**config.mk**
```make
export PLATFORM = sky130hd
export DESIGN_NAME = gate_drive_core
export DESIGN_NICKNAME = d
export VERILOG_FILES = /design/src/rtl/gdc_pkg.sv /design/src/rtl/gdc_control.sv /design/src/rtl/gdc_phase.sv /design/src/rtl/gdc_datapath.sv /design/src/rtl/gate_drive_core.sv
export SDC_FILE = /design/constraint.sdc
export NUM_CORES = 1
export LEC_CHECK = 0
export BUFFER_PORTS_ARGS = -buffer_cell sky130_fd_sc_hd__buf_2
export CORE_ASPECT_RATIO = 1.4
export CORE_MARGIN = 1.5
export CORE_UTILIZATION = 56
export CTS_CLUSTER_SIZE = 8
export DETAILED_ROUTE_END_ITERATION = 12
export PLACE_DENSITY = 0.74
export RECOVER_POWER = 25
export SYNTH_ARGS = -nofsm -noshare
export SYNTH_HDL_FRONTEND = slang
export SYNTH_SLANG_ARGS = --single-unit
```
**constraint.sdc**
```tcl
create_clock -name clk -period 4.2 [get_ports clk]
set_input_delay 1.26 -clock clk [delete_from_list [all_inputs] [get_ports clk]]
set_output_delay 1.26 -clock clk [all_outputs]
set_load 0.02 [all_outputs]
```
**src/rtl/gdc_pkg.sv**
```systemverilog
package gdc_pkg;
  typedef enum logic [1:0] {
    ST_ARMED   = 2'd0,
    ST_REFRESH = 2'd1,
    ST_RUN     = 2'd2
  } seqState_t;

  typedef struct packed {
    logic gateOff;
    logic refreshOn;
    logic bypass;
  } ctrlStrobes_t;
endpackage

```
**src/rtl/gdc_control.sv**
```systemverilog
module gdc_control
  import gdc_pkg::*;
#(
  parameter int CNT_W = 8
) (
  input  logic             clk,
  input  logic             rstN,
  input  logic [CNT_W-1:0] refreshCycles,
  input  logic             bypassEn,
  input  logic             disableIn,
  input  logic             underVolt,
  output ctrlStrobes_t     strobes
);
  seqState_t        state;
  logic [CNT_W-1:0] refreshCfg;
  logic [CNT_W-1:0] refreshLeft;

  always_ff @(posedge clk) begin
    if (!rstN) begin
      state       <= ST_ARMED;
      refreshCfg  <= refreshCycles;
      refreshLeft <= '0;
    end else if (underVolt) begin
      state <= ST_ARMED;
    end else begin
      unique case (state)
        ST_ARMED: begin
          if (refreshCfg == '0) begin
            state <= ST_RUN;
          end else begin
            state       <= ST_REFRESH;
            refreshLeft <= refreshCfg - 1'b1;
          end
        end
        ST_REFRESH: begin
          if (refreshLeft == '0) state <= ST_RUN;
          else refreshLeft <= refreshLeft - 1'b1;
        end
        ST_RUN:  state <= ST_RUN;
        default: state <= ST_ARMED;
      endcase
    end
  end

  always_comb begin
    strobes.gateOff   = disableIn | underVolt | (state == ST_ARMED);
    strobes.refreshOn = (state == ST_REFRESH);
    strobes.bypass    = bypassEn;
  end


  uv_rearm_chk: assert property (@(posedge clk) disable iff (!rstN)
    underVolt |=> state == ST_ARMED);


  refresh_hold_chk: assert property (@(posedge clk) disable iff (!rstN)
    (state == ST_REFRESH) && !underVolt && (refreshLeft != '0) |=> state == ST_REFRESH);


  armed_wait_chk: assert property (@(posedge clk) disable iff (!rstN)
    (state == ST_ARMED) |=> state != ST_RUN || $past(refreshCfg) == '0);
endmodule

```
**src/rtl/gdc_phase.sv**
```systemverilog
module gdc_phase
  import gdc_pkg::*;
#(
  parameter int CNT_W   = 8,
  parameter int HI_SKEW = 1
) (
  input  logic             clk,
  input  logic             rstN,
  input  logic [CNT_W-1:0] deadCfg,
  input  ctrlStrobes_t     strobes,
  input  logic             loCmd,
  input  logic             hiCmdN,
  output logic             loGate,
  output logic             hiGate
);
  localparam int TW = CNT_W + 1;

  logic [TW-1:0] loTarget, hiTarget;
  logic [TW-1:0] loTimer, hiTimer;
  logic          loEn, hiEn;
  logic          loNormal, hiNormal;

  assign loTarget = {1'b0, deadCfg};
  assign hiTarget = {1'b0, deadCfg} + TW'(HI_SKEW);

  always_comb begin
    loEn = loCmd & ~strobes.gateOff & ~strobes.bypass;
    hiEn = ~hiCmdN & ~loCmd & ~strobes.gateOff & ~strobes.refreshOn & ~strobes.bypass;
  end

  always_ff @(posedge clk) begin
    if (!rstN || !loEn) loTimer <= '0;
    else if (loTimer < loTarget) loTimer <= loTimer + 1'b1;
  end

  always_ff @(posedge clk) begin
    if (!rstN || !hiEn) hiTimer <= '0;
    else if (hiTimer < hiTarget) hiTimer <= hiTimer + 1'b1;
  end

  always_comb begin
    loNormal = loEn & (loTimer >= loTarget);
    hiNormal = hiEn & (hiTimer >= hiTarget);
    loGate   = ~strobes.gateOff &
               (strobes.refreshOn | (strobes.bypass ? loCmd : loNormal));
    hiGate   = ~strobes.gateOff & ~strobes.refreshOn &
               (strobes.bypass ? ~hiCmdN : hiNormal);
  end


  no_overlap_chk: assert property (@(posedge clk) disable iff (!rstN)
    !strobes.bypass |-> !(loGate && hiGate));


  hi_delay_chk: assert property (@(posedge clk) disable iff (!rstN)
    (HI_SKEW > 0) && !strobes.bypass && $rose(hiGate) |-> $past(hiEn));


  lo_override_chk: assert property (@(posedge clk) disable iff (!rstN)
    !strobes.bypass && loCmd |-> !hiGate);
endmodule

```
**src/rtl/gdc_datapath.sv**
```systemverilog
module gdc_datapath
  import gdc_pkg::*;
#(
  parameter int NUM_PH  = 3,
  parameter int CNT_W   = 8,
  parameter int HI_SKEW = 1
) (
  input  logic              clk,
  input  logic              rstN,
  input  logic [CNT_W-1:0]  deadCycles,
  input  ctrlStrobes_t      strobes,
  input  logic [NUM_PH-1:0] loCmd,
  input  logic [NUM_PH-1:0] hiCmdN,
  output logic [NUM_PH-1:0] loGate,
  output logic [NUM_PH-1:0] hiGate
);
  logic [CNT_W-1:0] deadCfg;

  always_ff @(posedge clk) begin
    if (!rstN) deadCfg <= deadCycles;
  end

  for (genvar p = 0; p < NUM_PH; p++) begin : g_phase
    gdc_phase #(
      .CNT_W  (CNT_W),
      .HI_SKEW(HI_SKEW)
    ) u_phase (
      .clk    (clk),
      .rstN   (rstN),
      .deadCfg(deadCfg),
      .strobes(strobes),
      .loCmd  (loCmd[p]),
      .hiCmdN (hiCmdN[p]),
      .loGate (loGate[p]),
      .hiGate (hiGate[p])
    );
  end


  cfg_hold_chk: assert property (@(posedge clk) disable iff (!rstN)
    rstN |=> $stable(deadCfg));
endmodule

```
**src/rtl/gate_drive_core.sv**
```systemverilog
module gate_drive_core
  import gdc_pkg::*;
#(
  parameter int NUM_PH  = 3,
  parameter int CNT_W   = 8,
  parameter int HI_SKEW = 1
) (
  input  logic              clk,
  input  logic              rstN,
  input  logic [CNT_W-1:0]  deadCycles,
  input  logic [CNT_W-1:0]  refreshCycles,
  input  logic              bypassEn,
  input  logic              disableIn,
  input  logic              underVolt,
  input  logic [NUM_PH-1:0] loCmd,
  input  logic [NUM_PH-1:0] hiCmdN,
  output logic [NUM_PH-1:0] loGate,
  output logic [NUM_PH-1:0] hiGate
);
  ctrlStrobes_t strobes;

  gdc_control #(.CNT_W(CNT_W)) u_control (
    .clk          (clk),
    .rstN         (rstN),
    .refreshCycles(refreshCycles),
    .bypassEn     (bypassEn),
    .disableIn    (disableIn),
    .underVolt    (underVolt),
    .strobes      (strobes)
  );

  gdc_datapath #(
    .NUM_PH (NUM_PH),
    .CNT_W  (CNT_W),
    .HI_SKEW(HI_SKEW)
  ) u_datapath (
    .clk       (clk),
    .rstN      (rstN),
    .deadCycles(deadCycles),
    .strobes   (strobes),
    .loCmd     (loCmd),
    .hiCmdN    (hiCmdN),
    .loGate    (loGate),
    .hiGate    (hiGate)
  );


  disable_off_chk: assert property (@(posedge clk) disable iff (!rstN)
    disableIn |-> (loGate == '0) && (hiGate == '0));


  uv_off_chk: assert property (@(posedge clk) disable iff (!rstN)
    underVolt |-> (loGate == '0) && (hiGate == '0));
endmodule

```
# After elaboration in Yosys (flattened, before gate mapping)
# Cells that the tools add are included.
[totals] word_cells=114 register_bits=80 inputBits=27
[classes] n_addsub=9 order_cmp=12 reduce_logical=19 n_bitwise=47 mux=12 n_eq_ne=5
[op_table] op="adder 9 x 1 -> 9 bit, second input constant" count=6
[op_table] op="AND 1 bit" count=31
[op_table] op=">= comparator 9 x 8 -> 1 bit" count=3
[op_table] op=">= comparator 9 bit" count=3
[op_table] op="less-than comparator 9 x 8 -> 1 bit" count=3
[op_table] op="less-than comparator 9 bit" count=3
[op_table] op="logical NOT 8 bit" count=2
[op_table] op="two-way mux 8 bit" count=2
[op_table] op="one-hot mux 8 bit (2 select lines)" count=1
[op_table] op="subtractor 8 x 1 -> 8 bit, second input constant" count=2
[op_table] op="NOT 1 bit" count=11
[op_table] op="adder 8 x 1 -> 9 bit, second input constant" count=1
[op_table] op="logical NOT 1 bit" count=7
[op_table] op="logical OR 1 bit" count=6
[op_table] op="two-way mux 1 bit" count=6
[op_table] op="inequality test 2 bit, second input constant" count=3
[op_table] op="one-hot mux 2 bit (3 select lines)" count=1
[op_table] op="bitwise OR 1 bit" count=5
[op_table] op="two-way mux 2 bit" count=2
[op_table] op="AND reduction 4 bit" count=1
[op_table] op="equality test 2 x 1 -> 1 bit, second input constant" count=1
[op_table] op="equality test 2 bit, second input constant" count=1
[op_table] op="logical NOT 2 bit" count=1
[op_table] op="nonzero test 2 bit" count=1
[op_table] op="OR reduction 2 bit" count=1

# Longest topological paths before layout
[logic_depth] ltp_word=9 depth_mapped=14 ltp_nobuf=12

# By module
# Synthesis repeated with hierarchy kept, for this count alone.
[unflattened] cells_unflattened=626 hier_area_um2=5537.8
[by_module_without_submodules] module="gdc_phase at u_datapath.g_phase[0].u_phase ..." seq_area_each_um2=360.3 cells_per_inst=173 area_per_inst_um2=1443.9 n_inst=2
[by_module_without_submodules] module="gdc_phase at u_datapath.g_phase[1].u_phase" seq_area_each_um2=360.3 cells_per_inst=171 area_per_inst_um2=1391.3 n_inst=1
[by_module_without_submodules] module="gdc_control" seq_area_each_um2=440.4 cells_per_inst=100 area_per_inst_um2=1014.7 n_inst=1
[by_module_without_submodules] module="gdc_datapath" seq_area_each_um2=240.2 cells_per_inst=9 area_per_inst_um2=244.0 n_inst=1

# Least setup slack after synthesis
# OpenSTA, ideal clock, no wires.
[synth_path] path_type="reg-to-output" start="register u_datapath.deadCfg[0]" end="output port hiGate[2]" slack_ps=239 path_buffers=2 stages_incl_launch_ff=14 t_arrival_ps=2701 required_time_ps=2940 cell_sequence="edfxtp_1 -> ha_1 -> nand3_1 -> xnor2_1 -> ha_1 -> nand4_1 -> o21bai_1 -> a211o_1 -> o221ai_4 -> a31oi_4 -> buf_2 -> nor4_1 -> a2111oi_2 -> buf_4"
[synth_via] elab_chain_len=5
[synth_rtl] element="from (decl)" line_no="gdc_datapath.sv:17" source="logic [CNT_W-1:0] deadCfg;"
[synth_rtl] element="from (signal assigned)" line_no="gdc_datapath.sv:20" source="if (!rstN) deadCfg <= deadCycles;"
[synth_rtl] element="adder 8 x 1 -> 9 bit" line_no="gdc_phase.sv:24" source="assign hiTarget = {1'b0, deadCfg} + TW'(HI_SKEW);"
[synth_rtl] element=">= comparator 9 bit" line_no="gdc_phase.sv:43" source="hiNormal = hiEn & (hiTimer >= hiTarget);"
[synth_rtl] element="AND 1 bit" line_no="gdc_phase.sv:43"
[synth_rtl] element="two-way mux 1 bit" line_no="gdc_phase.sv:47" source="(strobes.bypass ? ~hiCmdN : hiNormal);"
[synth_rtl] element="AND 1 bit" line_no="gdc_phase.sv:46" source="hiGate = ~strobes.gateOff & ~strobes.refreshOn &"
[synth_rtl] element="to (decl)" line_no="gate_drive_core.sv:18" source="output logic [NUM_PH-1:0] hiGate"
# Every way passes these cells.

# Final worst setup path
[layout_path] start="register u_datapath.deadCfg[0]" end="output port hiGate[0]"
# The elaborated chain is that of the path after synthesis.

==> reports/results.tsv <==
metric	value	unit
status	complete, but fails checks	
violations	negative setup slack	
clock-sinks	80	
cts_buffers	9	
firstDrtPassIters	5	
synth_cell_types	72	
cp_data_required_time	2.94	ns
clk-insertion-delay-late	0.34	ns
synth_flop_cell	dfxtp_1	
rows	42	
cp-end-kind	output pin	
post-synth-top-count-cell	dfxtp_1	
dieArea	0.01023	sq mm
worst_slack	-0.01373	ns
drive_gt1_share	17.65	%
htreeDepth	3	
cts_root_buf	clkbuf_16	
grt_overflow_total	0	
setup_tns	-0.01373	ns
rsz0062_at_grt	true	
dp_slack	0.07782	ns
hpwl	9.372	mm
crit_arrival	2.95	ns
antenna_cells	0	
max-vdd-ir-drop	0.2140	mV
routed_wl	13.18	mm
drc_errors	0	
antenna_left	0	
ys_ff_latch	80	
cts_tree	built	
cts_hold_buf	0	
gp_congestion	0.9322	
die_w	85.93	um
crit_type	reg2out	
crit_fanout	3	
cap_violations	0	
relSlewSlack	39.65	%
gr-usage-all-layers	25.75	%
placed_cells	743	
grt_max_degree	27	
hp-class	reg2reg	
area.growth.synth_to_final	16.92	%
synth.largest_area_cell	dfxtp_1	
die_y	119.1	um
period_share	100.3	%
power.density	291.0	mW/mm^2
ios	33	
worst_pin_slew	0.9042	ns
synth-async-reset-ratio	0	%
yosysSeqAreaShare	32.68	%
synth_edf_count	16	
nNetsFinal	741	
core	0.009407	sq mm
syn-instance-count	613	
num_vias	4822	
synth_nets	696	
finalHoldViolCount	0	
drtIter0Drc	219	
grt_pass1_vias	4576	
synth.top_cell.area_share	23.76	%
leakagePower	2.428	nW
stdcell_count	773	
drt-wirelength-per-cell	17.05	um
clock.fmax	237.3	MHz
synth_area_leaders	dfxtp_1 (24%), ha_1 (13%), edfxtp_1 (8.9%)	
grt_pass1_wl	21.05	mm
clockBufferDepth	2	
startpoint_type	flop	
start_util	57.32	%
skew	0.006142	ns
netlist_area	0.005391	sq mm
antenna_found_initial	0	
setup_viol	1	
timing.final.crit_period	4.214	ns
cts.clk_slew.worst_paths	0.06	ns
yosysWarnings	0	
syn_area_per_cell	8.795	sq um
port_buffers	32	
final_max_slew_viol_count	0	
synth_common_cells	dfxtp_1 (64), ha_1 (56), nand2_1 (48)	
viasPerCell	6.238	
critical path, stage by stage, from the launching register on:
cell and delay [ns]:
edfxtp_1 0.38, buf_4 0.14, ha_4 0.17, nand3_4 0.10
xnor2_4 0.18, ha_4 0.29, nand4_1 0.13, o21bai_2 0.20
a211oi_4 0.09, nand4b_1 0.20, nand4_2 0.16, nor4_4 0.05
a2111oi_4 0.30, buf_4 0.20
final timing paths:
| path | slack [ns] | endpoint | start | cells past startpoint |
|---|---|---|---|---|
| setup / recovery | -0.01 | hiGate[0] | u_datapath.deadCfg[0] | 13 |
| hold / removal | 0.48 | u_datapath.g_phase[1].u_phase.hiTimer[8] | u_datapath.g_phase[1].u_phase.hiTimer[8] | 2 |
| setup reg to reg | 1.12 | u_datapath.g_phase[0].u_phase.hiTimer[6] | u_datapath.deadCfg[0] | 13 |
| hold reg to reg | 0.48 | u_datapath.g_phase[1].u_phase.hiTimer[8] | u_datapath.g_phase[1].u_phase.hiTimer[8] | 2 |
repair_timing:
| item | in CTS | in global routing |
|---|---|---|
| pin swaps | 7 | 20 |
| cloned | 0 | 0 |
| setup buffers | 5 | 9 |
| resized for setup | 12 | 28 |
| endpoints found under the setup margin | 3 | 5 |
final cells by class:
class	instances	area, sq um
clock inverters	5	32.53
well taps	110	137.6
clock buffers	11	242.7
repair buffers	58	361.6
inverters	28	105.1
flip-flops and latches	80	1762
multi-input cells	481	3662
fillers	735	3103
metrics by stage:
| step | utilization (%) | instance area [sq um] | hold WS [ns] | power [mW] |
|---|---|---|---|---|
| 3_3_place_gp | 60.12 | 5655 | 0.4575 | 1.060 |
| 5_1_grt | 67.01 | 6304 | 0.4926 | 1.907 |
| 3_5_place_dp | 60.12 | 5655 | 0.4674 | 1.071 |
| 6_report | 67.01 | 6304 | 0.4804 | 1.835 |
| 2_1_floorplan | - | 5391 | 0.4321 | 1.001 |
| 4_1_cts | 64.17 | 6036 | 0.4769 | 1.810 |
flip-flops by register name (all words and copies together), names as in the netlist:
name                                count
u_control.refreshCfg                    8
u_control.refreshLeft                   8
u_control.state                         2
u_datapath.deadCfg                      8
u_datapath.g_phase.u_phase.hiTimer     27
u_datapath.g_phase.u_phase.loTimer     27
cells by family (layout without fill, tap and decap cells):
group | count (synthesis) | count (layout) | synth area share (%)
AND/OR/NAND/NOR | 256 | 256 | 25.76
AO/OA/AOI/OAI | 121 | 121 | 16.08
buffers and inverters | 52 | 102 | 4.247
flip-flops | 80 | 80 | 32.68
XOR/XNOR | 31 | 31 | 5.036
multiplexers | 16 | 16 | 2.994
adder cells (fa/ha/maj) | 57 | 57 | 13.20
report_power, final:
part | internal [mW] | total, mW | switching [mW]
combinational | 0.115 | 0.272 | 0.156
clock | 0.414 | 0.730 | 0.315
sequential | 0.809 | 0.833 | 0.0246
per-layer routing:
layer  GRT usage (%)  vias up  wire length (um)
li1                -     2370                 -
met1           30.69     2265              5482
met2           44.83      153              6653
met3           4.089       34               625
met4           11.69        0               415
met5               0        -                 0
layout by cell type, fill, tap and decap left out, types with 18 or more instances in the layout:
cell type,netlist,final
dfxtp_1,64,64
ha_1,56,50
nand2_1,48,48
nor2_1,47,47
a21oi_1,39,35
buf_4,6,28
nand4_1,27,27
inv_1,28,27
buf_2,3,25
nand3_1,25,23
xor2_1,18,18
(Power assumes the default switching activity.)
